File: src/rtl/spi_byte_regslave.sv
module spi_byte_regslave #(
  parameter int ADDR_W = 7,
  parameter int DATA_W = 8
) (
  input  logic                clk,
  input  logic                rst_n,
  input  logic                cs_n,
  input  logic                sclk,
  input  logic                mosi,
  output logic                miso,
  output logic                miso_oe,
  output logic [ADDR_W-1:0]   reg_addr,
  output logic [DATA_W-1:0]   reg_wdata,
  output logic                reg_we,
  output logic                reg_re,
  input  logic [2*DATA_W-1:0] reg_rdata,
  output logic                comm_err
);
  localparam int FRAME_BITS = 1 + ADDR_W + DATA_W;
  localparam int REG_W      = 2 * DATA_W;
  localparam int CNT_W      = $clog2(FRAME_BITS);

  logic [2:0]            sck_q, csn_q;
  logic [1:0]            di_q;
  logic [CNT_W-1:0]      cnt;
  logic [FRAME_BITS-2:0] rx;
  logic [REG_W-1:0]      hold;
  logic [REG_W-2:0]      tx;
  logic                  miso_q;

  wire active   = ~csn_q[1];
  wire sck_rise = active &  sck_q[1] & ~sck_q[2];
  wire sck_fall = active & ~sck_q[1] &  sck_q[2];
  wire cs_end   = csn_q[1] & ~csn_q[2];
  wire [FRAME_BITS-1:0] word = {rx, di_q[1]};
  wire last     = sck_rise && (cnt == CNT_W'(FRAME_BITS-1));

  assign miso    = miso_q;
  assign miso_oe = ~cs_n;

  always_ff @(posedge clk or negedge rst_n) begin
    if (!rst_n) begin
      sck_q <= '1;
      csn_q <= '1;
      di_q  <= '0;
    end else begin
      sck_q <= {sck_q[1:0], sclk};
      csn_q <= {csn_q[1:0], cs_n};
      di_q  <= {di_q[0], mosi};
    end
  end

  always_ff @(posedge clk or negedge rst_n) begin
    if (!rst_n) begin
      cnt      <= '0;
      rx       <= '0;
      comm_err <= 1'b0;
    end else begin
      if (!active) cnt <= '0;
      else if (sck_rise) begin
        cnt <= last ? '0 : cnt + 1'b1;
        rx  <= word[FRAME_BITS-2:0];
      end
      if (cs_end && cnt != '0) comm_err <= 1'b1;
    end
  end

  always_ff @(posedge clk or negedge rst_n) begin
    if (!rst_n) begin
      reg_we    <= 1'b0;
      reg_re    <= 1'b0;
      reg_addr  <= '0;
      reg_wdata <= '0;
    end else begin
      reg_we <= last &  word[FRAME_BITS-1];
      reg_re <= last & ~word[FRAME_BITS-1];
      if (last) begin
        reg_addr  <= word[FRAME_BITS-2:DATA_W];
        reg_wdata <= word[DATA_W-1:0];
      end
    end
  end

  always_ff @(posedge clk or negedge rst_n) begin
    if (!rst_n) begin
      hold   <= '0;
      tx     <= '0;
      miso_q <= 1'b0;
    end else begin
      if (reg_re)      hold <= reg_rdata;
      else if (reg_we) hold <= '0;
      if (sck_fall) begin
        if (cnt == '0) {miso_q, tx} <= hold;
        else           {miso_q, tx} <= {tx, 1'b0};
      end
    end
  end
endmodule

File: config.mk
export PLATFORM = sky130hd
export DESIGN_NAME = spi_byte_regslave
export DESIGN_NICKNAME = d
export VERILOG_FILES = /design/src/rtl/spi_byte_regslave.sv
export SDC_FILE = /design/constraint.sdc
export NUM_CORES = 1
export LEC_CHECK = 0
export ABC_AREA = 1
export BUFFER_PORTS_ARGS = -buffer_cell sky130_fd_sc_hd__buf_2
export CORE_MARGIN = 3
export CORE_UTILIZATION = 30
export CTS_BUF_LIST = sky130_fd_sc_hd__clkbuf_8
export CTS_CLUSTER_DIAMETER = 60
export CTS_CLUSTER_SIZE = 28
export DETAILED_ROUTE_END_ITERATION = 12
export GPL_ROUTABILITY_DRIVEN = 0
export PLACE_DENSITY_LB_ADDON = 0.12
export SLEW_MARGIN = 20
export SYNTH_ARGS = -nofsm -noshare
export SYNTH_HDL_FRONTEND = slang
export SYNTH_SLANG_ARGS = --single-unit
File: constraint.sdc
create_clock -name clk -period 2.63 [get_ports clk]
set_clock_uncertainty 0.05 [all_clocks]
set_input_delay 0.263 -clock clk [delete_from_list [all_inputs] [get_ports clk]]
set_output_delay 0.263 -clock clk [all_outputs]
set_load 0.03 [all_outputs]
# ---- Word level (Yosys, flattened, before mapping)
# Cells that the tools add are included.
dict set report word_totals {
  ff_bits 77
  out_inout_bits 20
  in_bits 21
  wordCells 42
}
dict set report op_classes {
  bitwise 13
  addsub 1
  n_reduce_logical 7
  n_mux 7
  n_eq_ne 1
}
# operator count
set ops {}
lappend ops {{$mux 16} 2}
lappend ops {{$mux 15} 1}
lappend ops {{$mux 4} 3}
lappend ops {{$and 1x1->1} 7}
lappend ops {{$not 1->1} 6}
lappend ops {{$add 4x1->4 const B} 1}
lappend ops {{$eq 4x4->1 const B} 1}
lappend ops {{$logic_not 4->1} 1}
lappend ops {{$reduce_bool 2->1} 2}
lappend ops {{$reduce_bool 4->1} 1}
lappend ops {{$logic_and 1x1->1} 2}
lappend ops {{$reduce_and 2->1} 1}
lappend ops {{$mux 1} 1}

# ---- Logic depth before layout (Yosys ltp)
# Gate-level depths: netlist of the first run.
dict set report logic_depth {
  depth_word 7
  depth_mapped 8
  depth_no_buf 6
}

# ---- Least setup slack after synthesis of the first run
# Ideal clock, no wire load.
dict set report synth_timing {
  path_type {register to register}
  startpoint {register cnt[0]}
  endpoint {register tx[10]}
  period_less_slack_ns 1.419
  path_slack_ns 1.211
  n_path_buf 2
  path_stages_with_launch 8
  arrival_ns 1.252
  required_ns 2.462
  setup_time_ns 0.118
  path_cell_list {dfrtp_1 -> inv_1 -> ha_1 -> buf_2 -> clkbuf_1 -> nand3_1 -> nand3_1 -> nand2_1}
}
dict set report synth_between {
  elab_chain_len 2
}
# item line
set synth_lines {}
lappend synth_lines {{from (decl)} 25} ;# logic [CNT_W-1:0] cnt;
lappend synth_lines {{from (signal assigned)} 61} ;# cnt <= last ? '0 : cnt + 1'b1;
lappend synth_lines {{$logic_not 4->1} 93} ;# if (cnt == '0) {miso_q, tx} <= hold;
lappend synth_lines {{$mux 15} 93}
lappend synth_lines {{to (signal assigned)} 93}
lappend synth_lines {{to (signal assigned)} 94} ;# else {miso_q, tx} <= {tx, 1'b0};
lappend synth_lines {{to (decl)} 28} ;# logic [REG_W-2:0] tx;
# No other way between the ends.
# A chain may end at the register's enable or synchronous reset.

# ---- Worst setup path after layout of the first run
dict set report layout_timing {
  startpoint {register sck_q[1]}
  endpoint {register reg_wdata[2]}
}
dict set report layout_between {
  elab_chain_len 3
}
# item line
set layout_lines {}
lappend layout_lines {{from (decl)} 23} ;# logic [2:0] sck_q, csn_q;
lappend layout_lines {{from (signal assigned)} 47} ;# sck_q <= {sck_q[1:0], sclk};
lappend layout_lines {{$and 1x1->1 (2 in a row)} 32} ;# wire sck_rise = active & sck_q[1] & ~sck_q[2];
lappend layout_lines {{$logic_and 1x1->1} 36} ;# wire last = sck_rise && (cnt == CNT_W'(FRAME_BITS-1));
lappend layout_lines {{to (signal assigned)} 79} ;# reg_wdata <= word[DATA_W-1:0];
lappend layout_lines {{to (decl)} 13} ;# output logic [DATA_W-1:0] reg_wdata,
# No other way between the ends.

==> results of run 1 <==
[synth_stat cells, drive strengths merged]
cell type  instances  area (um2)
nor2               8        47.6
nor3               1        16.3
nand2            155         584
buf               13        88.8
a21o               1        7.51
dfrtp             71        1780
nand3             36         190
ha                 2        25.0
nand4              1        6.26
clkbuf             3        11.3
xnor2              1        8.76
o21ai             22         110
or2                1        6.26
inv               42         160
dfstp              6         158
[critical path: cells and delay by family, from the launching register on]
| kind | cells | cell delay, ns |
|---|---|---|
| buf+inv | 1 | 0.17 |
| flops | 1 | 0.57 |
| simple gates | 4 | 0.80 |
[cell type report]
type                    count  area share
inverters                  42      0.0429
repair buffers             49      0.0784
well taps                 136      0.0455
flip-flops and latches     77       0.518
clock buffers              10      0.0368
multi-input cells         228       0.268
clock inverters             6      0.0104
[layer usage]
metal,vias up,wire (um),global-route usage
li1,1194,-,-
met4,0,24,0.0321
met2,34,3060,0.195
met1,1079,3120,0.152
met3,2,240,0.0403
met5,-,0,0
[kinds of logic (layout without fill, tap and decap cells)]
group                      Yosys count  in the layout
and+or+nand+nor                    202            202
AOI/OAI and AO/OA                   23             23
xor gates and xnor gates             1              1
buffers and inverters               58            107
DFF                                 77             77
adders and majority gates            2              2
[metrics by stage]
step | util | hold slack, ns | instances
floorplan | - | -0.0826 | 363
global placement | 0.341 | 0.276 | 528
detailed placement | 0.341 | 0.273 | 528
CTS | 0.362 | 0.0505 | 548
global route | 0.362 | 0.0713 | 548
finish | 0.362 | 0.0719 | 548
[final timing paths]
path	slack (ns)	end	cells past startpoint	start
max	0.93	reg_wdata[2]	5	sck_q[1]
min	0.07	hold[3]	3	reg_rdata[3]
max reg2reg	0.93	reg_wdata[2]	5	sck_q[1]
min reg2reg	0.30	di_q[1]	0	di_q[0]
max in group asynchronous	1.75	sck_q[1]	3	rst_n
min in group asynchronous	0.43	miso	3	rst_n
[report_power, final]
part	total, mW	switching (mW)	leakage [nW]	internal (mW)
Clock	0.802	0.437	0.0880	0.365
Sequential	1.33	0.0535	0.921	1.27
Combinational	0.211	0.133	0.984	0.0779
Total	2.34	0.624	1.99	1.72
[flip-flops by register name (all words and copies together), names as in the netlist]
signal / flops
miso: 1
tx: 15
reg_addr: 7
comm_err: 1
csn_q: 3
hold: 16
di_q: 2
cnt: 4
reg_we: 1
reg_re: 1
sck_q: 3
reg_wdata: 8
rx: 15
[what timing repair did]
| action | CTS | global route |
|---|---|---|
| hold buffers | 4 | 0 |
| hold endpoints to repair | 74 | 0 |
| setup buffers | 0 | 0 |
==> flow_metrics.py, run 1 <==
metrics = {
    "clocking": {
        "clock-root-buffer": "clkbuf_8",
        "clock_sinks": 77,
        "cts_buffers": 9,
        "cts_max_path_buffers": 2,
        "cts_tree": "done",
        "clk_pin_slew_ns": 0.08,
        "cts_resized": 0,
        "htreeDepth": 3,
        "clk_latency_ns": 0.34,
    },
    "die": {
        "top_level_ports": 41,
        "die_y_um": 109,
        "start_util": 0.310,
        "row_count": 37,
        "die_w_um": 109,
        "die-area_um2": 11900,
        "core_area_um2": 10300,
    },
    "grt": {
        "gr-total-overflow": 0,
        "track_usage": 0.120,
        "grt_pass1_vias": 2314,
        "antenna_found_initial": 0,
        "grt_start_max_net_pins": 78,
        "grt_pass1_wl_mm": 11.1,
    },
    "yosys": {
        "synth-xor-area-share": 0.00274,
        "synth_top_family_by_area": "simple AND/OR/NAND/NOR gates",
        "yosysSeqAreaShare": 0.605,
        "ys_ff_latch": 77,
        "yosys.area_share.simple": 0.266,
        "synth_mux_area_frac": 0,
        "synthAdderAreaFrac": 0.00783,
        "synth_cell_types": 24,
        "syn_area_um2": 3200,
        "syn_avg_cell_area_um2": 8.81,
        "ys_warn_count": 0,
        "netlist_instances": 363,
        "syn_nets": 386,
        "synth-compound-area-share": 0.0368,
    },
    "timing": {
        "fin_crit_ns": 1.70,
        "drv_slew": 0,
        "fin_setup_tns_ns": 0,
        "setup_viol": 0,
        "fmax_mhz": 589,
        "finalWorstSetupSlack_ns": 0.933,
        "worst_slew_pin_slew_ns": 0.506,
        "max-slew-margin-rel": 0.663,
        "fin_crit_sh": 0.645,
        "grt_setup_unrepaired": "no",
        "hold_viol": 0,
    },
    "critical_path": {
        "crit_path_frequent_cell": "nand2_1",
        "crit_type": "flop to flop",
        "cp-start-kind": "flop",
        "arrival_ns": 1.88,
        "crit_chain": "nand3_2, nor2_4, inv_4, nand2_1, nand2_1",
        "cp_max_fo": 17,
        "max_stage_delay_ns": 0.57,
        "worst_setup_path_end_kind": "flop",
        "cp_slowest_cell": "dfstp_2",
        "critPathRequiredTime_ns": 2.81,
    },
    "min_path": {
        "hp-class": "input pin to flop",
    },
    "power_and_ir_drop": {
        "peakVddDrop_v": 0.000235,
        "power_mw": 2.34,
        "powerDensity_nw_per_um2": 626,
        "p_leak_nw": 1.99,
    },
    "route": {
        "drtAntennaViolNets": 0,
        "first_pass_iters": 4,
        "vias_per_cell": 4.21,
        "dr_total_vias": 2309,
        "drtIter0Drc": 109,
        "detail_route.drc_violations": 0,
        "wire_per_inst_um": 11.8,
        "routed_wirelength_mm": 6.44,
    },
    "cells_and_area": {
        "final_cell_mix": "nand2_1 (154), dfrtp_1 (71), inv_1 (39), buf_2 (39), nand3_1 (34)",
        "nFillCells": 1068,
        "final_area_um2": 3740,
        "n_antenna_cell": 0,
        "layout-drive-gt1-share": 0.187,
        "ff_latch_area_um2": 1930,
        "nNetsFinal": 430,
        "multiInputGateArea_um2": 1000,
        "layout_commonest_cell": "nand2_1",
        "syn_to_final_growth_pct": 16.9,
    },
    "placed_design": {
        "dpl-instance-area_um2": 3520,
        "io_buffers": 40,
        "dp_hpwl_mm": 4.12,
        "place_ws_ns": 0.893,
    },
    "run": {
        "maxCapViolations": 0,
    },
    "status": {
        "outcome": "completed",
    },
}
Note: power is estimated with default switching activity, not from simulation.
==> run 2: changes to the inputs <==
- clock period: 2.63 -> 1.6 ns (I/O delays scaled with it)
==> flow_metrics.py, run 2 (synthesis results as in run 1) <==
metrics = {
    "timing": {
        "fin_crit_sh": 0.906,
        "worst_slew_pin_slew_ns": 0.559,
        "fin_setup_tns_ns": 0,
        "max-slew-margin-rel": 0.628,
        "hold_viol": 0,
        "drv_slew": 0,
        "fmax_mhz": 690,
        "grt_setup_unrepaired": "no",
        "setup_viol": 0,
        "fin_crit_ns": 1.45,
    },
    "cells_and_area": {
        "n_antenna_cell": 0,
        "reg.largest.list": "hold: 16 flops, rx: 15 flops, tx: 15 flops",
        "syn_to_final_growth_pct": 24.1,
        "final_cell_mix": "nand2_1 (154), dfrtp_1 (71), buf_2 (39)",
        "final_cells": 571,
        "nNetsFinal": 453,
        "layout_commonest_cell": "nand2_1",
        "largest_register_ffs": 16,
        "nFillCells": 1070,
        "regMostFlops": "hold",
        "layout-drive-gt1-share": 0.195,
    },
    "placed_design": {
        "dp.cells": 534,
        "dp_hpwl_mm": 4.38,
        "io_buffers": 40,
    },
    "grt": {
        "track_usage": 0.131,
        "grt_pass1_vias": 2537,
        "gr-total-overflow": 0,
        "grt_start_max_net_pins": 28,
        "grt_pass1_wl_mm": 12.1,
        "antenna_found_initial": 0,
    },
    "clocking": {
        "clk_latency_ns": 0.35,
        "cts_tree": "done",
        "clock-root-buffer": "clkbuf_8",
        "htreeDepth": 3,
        "cts_buffers": 9,
        "clock_sinks": 77,
        "cts_max_path_buffers": 2,
        "clk_pin_slew_ns": 0.09,
    },
    "route": {
        "vias_per_cell": 4.32,
        "routed_wirelength_mm": 6.81,
        "first_pass_iters": 4,
        "drt-met1-wl_mm": 3.15,
        "detail_route.drc_violations": 0,
        "drtIter0Drc": 79,
        "met3WireLength_um": 218,
        "wire_per_inst_um": 11.9,
        "dr_total_vias": 2469,
        "routed.top_layer": "met4",
        "dr_wl_met2_mm": 3.29,
        "drtAntennaViolNets": 0,
    },
    "critical_path": {
        "cp_slowest_cell": "dfstp_2",
        "r2r_setup_slack_ns": 0.15,
        "arrival_ns": 1.64,
        "reg2reg_to": "rx[4]",
        "r2r_start": "csn_q[1]",
        "crit_chain": "inv_2, nand3_2, clkinvlp_4, buf_12, nand2_1, nand2_1",
        "cp_max_fo": 12,
        "cp-start-kind": "flop",
        "reg2reg_depth": 6,
        "worst_setup_path_end_kind": "flop",
        "critPathRequiredTime_ns": 1.79,
        "max_stage_delay_ns": 0.58,
        "crit_path_frequent_cell": "nand2_1",
        "crit_type": "flop to flop",
    },
    "die": {
        "top_level_ports": 41,
        "start_util": 0.310,
        "die-area_um2": 11900,
        "die_y_um": 109,
        "row_count": 37,
        "core_area_um2": 10300,
        "die_w_um": 109,
    },
    "status": {
        "outcome": "completed",
    },
    "power_and_ir_drop": {
        "powerDensity_nw_per_um2": 992,
        "peakVddDrop_v": 0.000433,
        "p_leak_nw": 2.08,
    },
    "run": {
        "maxCapViolations": 0,
    },
    "min_path": {
        "hp-class": "input pin to asynchronous set/reset pin",
    },
}
-- run 2: critical path: cells and delay by family, from the launching register on --
family / cells / cell delay [ns]
flip-flops: 1 / 0.58
buffers and inverters: 3 / 0.43
AND/OR/NAND/NOR: 3 / 0.27
-- run 2: through the flow --
step | hold WS (ns) | utilization | power (mW) | worst slack, ns | cell area (um2)
after global placement | 0.0481 | 0.345 | 2.57 | 0.123 | 3560
after floorplan | -0.186 | - | 2.42 | 0.181 | 3200
after detailed placement | 0.0436 | 0.345 | 2.58 | 0.0850 | 3560
after global routing | 0.236 | 0.384 | 4.19 | 0.0213 | 3970
final | 0.196 | 0.384 | 3.94 | 0.150 | 3970
after CTS | 0.193 | 0.382 | 4.02 | 0.0853 | 3950
-- run 2: routing by layer --
layer	GRT usage	up-vias
met4	0.0588	0
met2	0.214	39
met1	0.172	1179
met5	0	-
li1	-	1241
met3	0.0213	10
-- run 2: where the power goes --
| group | internal [mW] | total (mW) | switching (mW) |
|---|---|---|---|
| logic | 0.162 | 0.391 | 0.229 |
| clock network | 0.579 | 1.36 | 0.785 |
| registers | 2.09 | 2.18 | 0.0885 |
-- run 2: worst max path at each step --
stage                        end     start  cells after the start
after detailed placement  rx[13]  sck_q[1]                      3
after floorplan           tx[10]    cnt[0]                      7
after CTS                 rx[13]  sck_q[1]                      3
after global routing       rx[4]  csn_q[1]                      6
after global placement    rx[13]  sck_q[1]                      3
final                      rx[4]  csn_q[1]                      6
-- run 2: layout make-up --
class                           count  area, um2  area share
Inverter                           42        164      0.0413
Clock inverter                      7       56.3      0.0142
Timing Repair Buffer               72        518       0.131
Sequential cell                    77       1930       0.487
Tap cell                          136        170      0.0429
Multi-Input combinational cell    228       1000       0.253
Clock buffer                        9        124      0.0312
-- run 2: what timing repair did --
action                                  CTS  global route
hold buffers                             20             0
setup buffers                             0             1
endpoints found under the setup margin    0             8
resized for setup                         0             1
endpoints found under the hold margin    67             0
==> run 3: changes to the inputs <==
- CTS_BUF_LIST: sky130_fd_sc_hd__clkbuf_8 -> default
- PLACE_DENSITY_LB_ADDON: 0.12 -> default
==> flow_metrics.py, run 3 (synthesis results as in run 1) <==
metrics = {
    "placed_design": {
        "dp_hpwl_mm": 4.11,
        "io_buffers": 40,
        "dpl-instance-area_um2": 3550,
        "dp.cells": 531,
    },
    "power_and_ir_drop": {
        "p_leak_nw": 2.11,
        "powerDensity_nw_per_um2": 1050,
        "peakVddDrop_v": 0.000516,
    },
    "die": {
        "start_util": 0.310,
        "die_w_um": 109,
        "die-area_um2": 11900,
        "core_area_um2": 10300,
        "row_count": 37,
        "top_level_ports": 41,
        "die_y_um": 109,
    },
    "timing": {
        "worst_slew_pin_slew_ns": 0.527,
        "setup_viol": 0,
        "hold_viol": 0,
        "drv_slew": 0,
        "fin_hold_ws_ns": 0.203,
        "fin_setup_tns_ns": 0,
        "fin_crit_sh": 0.895,
        "grt_setup_unrepaired": "no",
        "fin_crit_ns": 1.43,
        "fmax_mhz": 698,
        "max-slew-margin-rel": 0.649,
    },
    "clocking": {
        "cts_tree": "done",
        "htreeDepth": 3,
        "clk_pin_slew_ns": 0.08,
        "cts_buffers": 9,
        "cts_max_path_buffers": 2,
        "clock_sinks": 77,
        "clk_latency_ns": 0.33,
        "clock-root-buffer": "clkbuf_8",
    },
    "cells_and_area": {
        "final_area_um2": 4010,
        "syn_to_final_growth_pct": 25.4,
        "reg.largest.list": "hold: 16 flops, rx: 15 flops, tx: 15 flops",
        "layout_commonest_cell": "nand2_1",
        "final_cells": 570,
        "layout-drive-gt1-share": 0.189,
        "nNetsFinal": 452,
        "n_antenna_cell": 0,
        "largest_register_ffs": 16,
        "final_cell_mix": "nand2_1 (154), dfrtp_1 (71), buf_2 (39)",
        "regMostFlops": "hold",
    },
    "status": {
        "outcome": "completed",
    },
    "grt": {
        "grt_pass1_wl_mm": 11.0,
        "grt_start_max_net_pins": 52,
        "antenna_found_initial": 0,
        "gr-total-overflow": 0,
        "grt_pass1_vias": 2391,
        "track_usage": 0.117,
    },
    "critical_path": {
        "cp_max_fo": 15,
        "critPathRequiredTime_ns": 1.82,
        "crit_path_frequent_cell": "nand2_1",
        "cp-start-kind": "flop",
        "path_delay_family": "flip-flops",
        "worst_setup_path_end_kind": "flop",
        "cp_slowest_cell": "dfstp_2",
        "crit_chain": "nand3_2, nor2_4, buf_4, nand2_1, nand2_1",
        "crit_type": "flop to flop",
        "path_buf_inv": 1,
        "arrival_ns": 1.66,
        "max_stage_delay_ns": 0.58,
    },
    "run": {
        "maxCapViolations": 0,
    },
    "route": {
        "vias_per_cell": 4.21,
        "wire_per_inst_um": 11.1,
        "first_pass_iters": 4,
        "routed_wirelength_mm": 6.34,
        "detail_route.drc_violations": 0,
        "dr_total_vias": 2397,
        "drtIter0Drc": 116,
        "drtAntennaViolNets": 0,
    },
    "min_path": {
        "hp-class": "input pin to asynchronous set/reset pin",
    },
}
==> run 3: layer usage <==
metal / vias up / global-route usage / wire length (um)
met5: - / 0 / 0
met1: 1114 / 0.147 / 3000
met4: 0 / 0.0374 / 59
met2: 40 / 0.193 / 3040
li1: 1237 / - / -
met3: 6 / 0.0337 / 234
==> run 3: cell type report <==
class | instances | area (um2)
Inverter | 42 | 164
Clock inverter | 3 | 67.6
Tap cell | 136 | 170
Sequential cell | 77 | 1930
Multi-Input combinational cell | 228 | 1000
Clock buffer | 13 | 159
Timing Repair Buffer | 71 | 510
Fill cell | 1029 | 6320
==> run 3: worst paths after layout <==
path | start | end | slack (ns) | depth (start not counted)
max | sck_q[1] | reg_addr[1] | 0.17 | 5
min | rst_n | hold[3] | 0.20 | 2
max reg2reg | sck_q[1] | reg_addr[1] | 0.17 | 5
min reg2reg | di_q[0] | di_q[1] | 0.30 | 0
max in group asynchronous | rst_n | sck_q[0] | 0.70 | 3
min in group clk | di_q[0] | di_q[1] | 0.30 | 0
==> run 3: power breakdown <==
group	switching, mW	internal (mW)
Sequential	0.0921	2.10
Clock	0.663	0.966
Combinational	0.224	0.160
==> run 3: metrics by stage <==
step                      power, mW   util  worst slack (ns)
after floorplan                2.42      -             0.181
after global placement         2.56  0.344             0.167
after detailed placement       2.57  0.344             0.124
after CTS                      4.27  0.386             0.104
after global routing           4.45  0.388            0.0419
final                          4.20  0.388             0.168
==> run 3: repair_timing <==
action | CTS | global route
endpoints found under the setup margin | 0 | 7
gates resized for setup | 0 | 1
endpoints found under the hold margin | 79 | 0
hold buffers | 20 | 0
buffers inserted | 0 | 3
